**config.mk**
```make
export PLATFORM = sky130hd
export DESIGN_NAME = trig_irq_eval
export DESIGN_NICKNAME = d
export VERILOG_FILES = /design/src/rtl/trig_eval_pkg.sv /design/src/rtl/trig_cfg_store.sv /design/src/rtl/trig_pending_calc.sv /design/src/rtl/trig_pin_serializer.sv /design/src/rtl/trig_irq_eval.sv
export SDC_FILE = /design/constraint.sdc
export NUM_CORES = 1
export LEC_CHECK = 0
export BUFFER_PORTS_ARGS = -buffer_cell sky130_fd_sc_hd__buf_2
export CAP_MARGIN = 20
export CORE_MARGIN = 4
export CORE_UTILIZATION = 50
export CTS_CLUSTER_DIAMETER = 150
export DETAILED_ROUTE_END_ITERATION = 10
export PLACE_DENSITY_LB_ADDON = 0.05
export SYNTH_ARGS = -nofsm -noshare
export SYNTH_HDL_FRONTEND = slang
export SYNTH_SLANG_ARGS = --single-unit
```
**constraint.sdc**
```tcl
create_clock -name clk -period 2.2 [get_ports clk]
set_input_delay 0.33 -clock clk [delete_from_list [all_inputs] [get_ports clk]]
set_output_delay 0.33 -clock clk [all_outputs]
set_load 0.02 [all_outputs]
```
**src/rtl/trig_eval_pkg.sv**
```systemverilog
package trig_eval_pkg;

    localparam int PINS_PER_BANK = 8;
    localparam int BIT_IDX_W     = $clog2(PINS_PER_BANK);

    typedef logic [PINS_PER_BANK-1:0] pin_byte_t;

    // Field codes of the configuration write port
    typedef enum logic [2:0] {
        FLD_ENABLE = 3'd0,
        FLD_RISE   = 3'd1,
        FLD_FALL   = 3'd2,
        FLD_HIGH   = 3'd3,
        FLD_LOW    = 3'd4,
        FLD_SEED   = 3'd5
    } cfg_field_e;

    typedef struct packed {
        pin_byte_t en;
        pin_byte_t rise;
        pin_byte_t fall;
        pin_byte_t high;
        pin_byte_t low;
        pin_byte_t prev;
    } bank_cfg_t;

    typedef enum logic {
        ST_IDLE,
        ST_EMIT
    } emit_state_e;

endpackage

```
**src/rtl/trig_cfg_store.sv**
```systemverilog
module trig_cfg_store
    import trig_eval_pkg::*;
#(
    parameter int NUM_BANKS = 4,
    localparam int BANK_W   = $clog2(NUM_BANKS)
) (
    input  logic              clk,
    input  logic              rst_n,
    input  logic              cfg_we,
    input  logic [2:0]        cfg_field,
    input  logic [BANK_W-1:0] cfg_bank,
    input  pin_byte_t         cfg_data,
    input  logic              pin_we,
    input  logic [BANK_W-1:0] pin_bank,
    input  logic [BIT_IDX_W-1:0] pin_bit,
    input  logic              pin_en,
    input  logic              upd_we,
    input  logic [BANK_W-1:0] upd_bank,
    input  pin_byte_t         upd_level,
    input  logic [BANK_W-1:0] rd_bank,
    output bank_cfg_t         rd_cfg
);

    typedef struct packed {
        bank_cfg_t [NUM_BANKS-1:0] banks;
    } store_t;

    store_t store_d, store_q;

    always_comb begin
        store_d = store_q;
        if (cfg_we) begin
            case (cfg_field)
                FLD_ENABLE: store_d.banks[cfg_bank].en   = cfg_data;
                FLD_RISE:   store_d.banks[cfg_bank].rise = cfg_data;
                FLD_FALL:   store_d.banks[cfg_bank].fall = cfg_data;
                FLD_HIGH:   store_d.banks[cfg_bank].high = cfg_data;
                FLD_LOW:    store_d.banks[cfg_bank].low  = cfg_data;
                FLD_SEED:   store_d.banks[cfg_bank].prev = cfg_data;
                default:    ;
            endcase
        end
        // single-pin enable edit touches one enable bit only
        if (pin_we) begin
            store_d.banks[pin_bank].en[pin_bit] = pin_en;
        end
        // an accepted evaluation records the level it saw
        if (upd_we) begin
            store_d.banks[upd_bank].prev = upd_level;
        end
    end

    always_ff @(posedge clk or negedge rst_n) begin
        if (!rst_n) begin
            store_q <= '0;
        end else begin
            store_q <= store_d;
        end
    end

    assign rd_cfg = store_q.banks[rd_bank];

endmodule

```
**src/rtl/trig_pending_calc.sv**
```systemverilog
module trig_pending_calc
    import trig_eval_pkg::*;
(
    input  pin_byte_t level,
    input  pin_byte_t status,
    input  bank_cfg_t cfg,
    output pin_byte_t pending
);

    for (genvar g = 0; g < PINS_PER_BANK; g++) begin : g_pin
        logic toggled;
        logic edge_hit;
        logic level_hit;

        always_comb begin
            toggled   = level[g] ^ cfg.prev[g];
            edge_hit  = toggled & ((cfg.rise[g] & level[g]) | (cfg.fall[g] & ~level[g]));
            level_hit = (cfg.high[g] & level[g]) | (cfg.low[g] & ~level[g]);
            pending[g] = (edge_hit | level_hit) & status[g] & cfg.en[g];
        end
    end

endmodule

```
**src/rtl/trig_pin_serializer.sv**
```systemverilog
module trig_pin_serializer
    import trig_eval_pkg::*;
#(
    parameter int BANK_W    = 2,
    localparam int PIN_IDX_W = BANK_W + BIT_IDX_W
) (
    input  logic                 clk,
    input  logic                 rst_n,
    input  logic                 load,
    input  logic [BANK_W-1:0]    load_bank,
    input  pin_byte_t            load_mask,
    output logic                 idle,
    output logic                 out_valid,
    output logic [PIN_IDX_W-1:0] out_pin,
    output logic                 out_done
);

    typedef struct packed {
        emit_state_e       st;
        logic [BANK_W-1:0] bank;
        pin_byte_t         pend;
    } ser_t;

    ser_t ser_d, ser_q;
    logic [BIT_IDX_W-1:0] low_idx;
    logic                 several;

    always_comb begin
        low_idx = '0;
        for (int i = PINS_PER_BANK - 1; i >= 0; i--) begin
            if (ser_q.pend[i]) begin
                low_idx = BIT_IDX_W'(i);
            end
        end
        several = |(ser_q.pend & (ser_q.pend - pin_byte_t'(1)));

        ser_d = ser_q;
        case (ser_q.st)
            ST_IDLE: begin
                if (load) begin
                    ser_d.st   = ST_EMIT;
                    ser_d.bank = load_bank;
                    ser_d.pend = load_mask;
                end
            end
            default: begin
                ser_d.pend = ser_q.pend & (ser_q.pend - pin_byte_t'(1));
                if (!several) begin
                    ser_d.st = ST_IDLE;
                end
            end
        endcase
    end

    always_ff @(posedge clk or negedge rst_n) begin
        if (!rst_n) begin
            ser_q <= '{st: ST_IDLE, default: '0};
        end else begin
            ser_q <= ser_d;
        end
    end

    assign idle      = (ser_q.st == ST_IDLE);
    assign out_valid = (ser_q.st == ST_EMIT) && (|ser_q.pend);
    assign out_done  = (ser_q.st == ST_EMIT) && !several;
    assign out_pin   = {ser_q.bank, low_idx};

endmodule

```
**src/rtl/trig_irq_eval.sv**
```systemverilog
module trig_irq_eval
    import trig_eval_pkg::*;
#(
    parameter int NUM_BANKS  = 4,
    localparam int BANK_W    = $clog2(NUM_BANKS),
    localparam int PIN_IDX_W = BANK_W + BIT_IDX_W
) (
    input  logic                 clk,
    input  logic                 rst_n,
    input  logic                 cfg_we,
    input  logic [2:0]           cfg_field,
    input  logic [BANK_W-1:0]    cfg_bank,
    input  logic [7:0]           cfg_data,
    input  logic                 pin_mask_we,
    input  logic [PIN_IDX_W-1:0] pin_mask_idx,
    input  logic                 pin_mask_en,
    input  logic                 eval_valid,
    input  logic [BANK_W-1:0]    eval_bank,
    input  logic [7:0]           eval_level,
    input  logic [7:0]           eval_status,
    output logic                 in_ready,
    output logic                 out_valid,
    output logic [PIN_IDX_W-1:0] out_pin,
    output logic                 out_done
);

    logic      ser_idle;
    logic      accept;
    bank_cfg_t sel_cfg;
    pin_byte_t pend_mask;

    assign in_ready = ser_idle;
    assign accept   = eval_valid && ser_idle;

    trig_cfg_store #(.NUM_BANKS(NUM_BANKS)) u_store (
        .clk       (clk),
        .rst_n     (rst_n),
        .cfg_we    (cfg_we),
        .cfg_field (cfg_field),
        .cfg_bank  (cfg_bank),
        .cfg_data  (cfg_data),
        .pin_we    (pin_mask_we),
        .pin_bank  (pin_mask_idx[PIN_IDX_W-1:BIT_IDX_W]),
        .pin_bit   (pin_mask_idx[BIT_IDX_W-1:0]),
        .pin_en    (pin_mask_en),
        .upd_we    (accept),
        .upd_bank  (eval_bank),
        .upd_level (eval_level),
        .rd_bank   (eval_bank),
        .rd_cfg    (sel_cfg)
    );

    trig_pending_calc u_calc (
        .level   (eval_level),
        .status  (eval_status),
        .cfg     (sel_cfg),
        .pending (pend_mask)
    );

    trig_pin_serializer #(.BANK_W(BANK_W)) u_ser (
        .clk       (clk),
        .rst_n     (rst_n),
        .load      (accept),
        .load_bank (eval_bank),
        .load_mask (pend_mask),
        .idle      (ser_idle),
        .out_valid (out_valid),
        .out_pin   (out_pin),
        .out_done  (out_done)
    );

endmodule

```
==> metrics.cfg <==
[status]
outcome=finished with violations
violations=setup timing

[setup_path]
path_class=flop to output port
end_kind=output port
critPathArrivalTime_ps=2090
crit_path_max_fanout=4
crit_required_ps=1870
start_kind=flop

[layout]
area_growth_pct=14.99
design_area_um2=11710
n_fill_cell=1636
fin_cells=1276
final_core_util=0.5939
final_nets=1038
num_antenna_cells=0
drive_above_1_share=0.2572

[placement]
place_ws_ps=-5.424
gp_congestion=0.9265
io_buffers=49
place_area_um2=10880
dpl.cell_count=1225
hpwl_um=22680

[cts]
cts.sink_count=203
cts_buffers=24
cts_root_buf=clkbuf_16
clk_latency_ps=520
htreeDepth=1
cts_tree=built
cts.clk_slew.worst_paths_ps=60
ctsLongestPathBuffers=3

[floorplanning]
die_h_um=150.7
dieArea_um2=22720
rows=51
pin_count=50
dieWidth_um=150.7
core_area_um2=19720
start_util=0.5165

[global_routing]
antenna_found_initial=0
overflow=0
grt_usage=0.2880
grt_max_degree=64
grt_pass1_wl_um=49330
grt_pass1_vias=8144

[route]
first_pass_iters=5
num_vias=8025
postRouteAntennaNets=0
drc=0
vias_per_cell=6.289
wirelength_um=31930
drt_iter0_drc=652
wire_per_inst_um=25.03

[pwr]
power.total_mw=11.54
p_leak_nw=5.174
ir_drop_v=0.0006005
p_per_area_nw_per_um2=985.6

[timing]
fin_crit_sh=1.102
slew_headroom=0.5522
rsz0062_at_grt=true
setup_violations=3
period_minus_slack_ps=2425
fmax_ghz=0.4124
whs_ps=94.30
clock_skew_ps=20.56
worst_slew_pin_slew_ps=654.8
worst_slack_ps=-224.7
maxSlewViolCount=0
tns_ps=-347.2
hold_violations=0

[yosys]
ys_seq_elements=203
netlist_instances=917
synth_flop_cell=dfrtp_1
ys_async_sr_fraction=1.000
yosysSeqAreaShare=0.4988
synth_cell_types=53
ys_warn_count=0
synthesis.area_um2=10180
avgSynthCellArea_um2=11.11
synth_edf_count=0
syn_nets=959

[run]
maxCapViolCount=0

[hold_path]
hp-class=primary input to flop

==> cells in the mapped netlist, drive strengths merged (3+ instances only) <==
master | count | area share
mux4 | 44 | 0.10
a21oi | 16 | 0.0079
nand4 | 4 | 0.0025
nor3b | 8 | 0.0059
and3b | 3 | 0.0026
nand2 | 167 | 0.062
mux2i | 40 | 0.039
clkbuf | 27 | 0.010
and2 | 13 | 0.0080
nand3 | 21 | 0.010
nand3b | 6 | 0.0044
or3b | 4 | 0.0034
nand2b | 7 | 0.0043
a211oi | 9 | 0.0071
o22ai | 3 | 0.0018
nor2b | 11 | 0.0068
inv | 4 | 0.0015
or4 | 3 | 0.0022
o21ai | 128 | 0.063
dfrtp | 203 | 0.50
nor3 | 10 | 0.0054
buf | 26 | 0.019
mux2 | 69 | 0.076
a32oi | 18 | 0.015
o31ai | 4 | 0.0029
nor2 | 45 | 0.017
==> placed cells by master, fill, tap and decap left out, types with 18 or more instances in the layout <==
cell       instances
clkbuf_16         25
mux4_2            35
dfrtp_1          200
o21ai_0          127
a32oi_1           18
buf_4             51
mux2_2            69
nand3_1           20
nor2_1            43
nand2_1          164
mux2i_1           40
buf_2             45
==> where the power goes <==
part / total, mW / internal, mW / switching (mW)
combinational: 2.70 / 1.30 / 1.39
clock: 3.62 / 2.09 / 1.53
sequential: 5.22 / 4.63 / 0.597
total: 11.5 / 8.02 / 3.52
==> final cells by class <==
| cell class | instances | area (µm²) | area share |
|---|---|---|---|
| multi-input cells | 657 | 4830 | 0.4124 |
| well taps | 265 | 331.6 | 0.02831 |
| flip-flops and latches | 203 | 5084 | 0.4341 |
| clock inverters | 4 | 23.77 | 0.002030 |
| repair buffers | 106 | 757.0 | 0.06464 |
| clock buffers | 37 | 670.6 | 0.05727 |
| inverters | 4 | 15.01 | 0.001282 |
==> path summary, 6_finish.rpt <==
check / from / end / slack [ps] / depth (start not counted)
worst max-delay path: u_ser.ser_q[1] / out_done / -220 / 5
worst max register to register: u_ser.ser_q[1] / u_ser.ser_q[10] / -120 / 9
worst min-delay path: eval_status[0] / u_ser.ser_q[0] / 90 / 3
min in group asynchronous: rst_n / u_store.store_q[0] / 320 / 2
max in group asynchronous: rst_n / u_store.store_q[95] / 1110 / 3
worst min register to register: u_ser.out_pin[4] / u_ser.out_pin[4] / 470 / 2
==> cell families after synthesis <==
| kind of cell | share of synthesized area |
|---|---|
| muxes | 0.2161 |
| DFF | 0.4988 |
| AOI/OAI and AO/OA | 0.1114 |
| and+or+nand+nor | 0.1424 |
| adders and majority gates | 0.0009828 |
| buffers and inverters | 0.03034 |
==> worst max-delay path: stages, from the launching register on <==
cell	delay, ps
dfrtp_2	450
or4_4	560
o21ai_2	160
nand3_2	120
nor3_4	160
buf_6	140
==> routing by layer <==
metal / part of all wire / track usage / up-vias
li1: - / - / 3501
met3: 0.087 / 0.05719 / 81
met4: 0.032 / 0.08613 / 0
met1: 0.43 / 0.4231 / 4055
met5: 0 / 0 / -
met2: 0.45 / 0.4363 / 388
==> what timing repair did <==
| action | CTS | global route |
|---|---|---|
| endpoints found under the setup margin | 2 | 3 |
| resized for setup | 12 | 5 |
| pin swaps | 3 | 1 |
| endpoints found under the hold margin | 36 | 0 |
| hold buffers | 1 | 0 |
| setup buffers | 7 | 5 |
No activity file was read; power rests on OpenSTA's default activity.
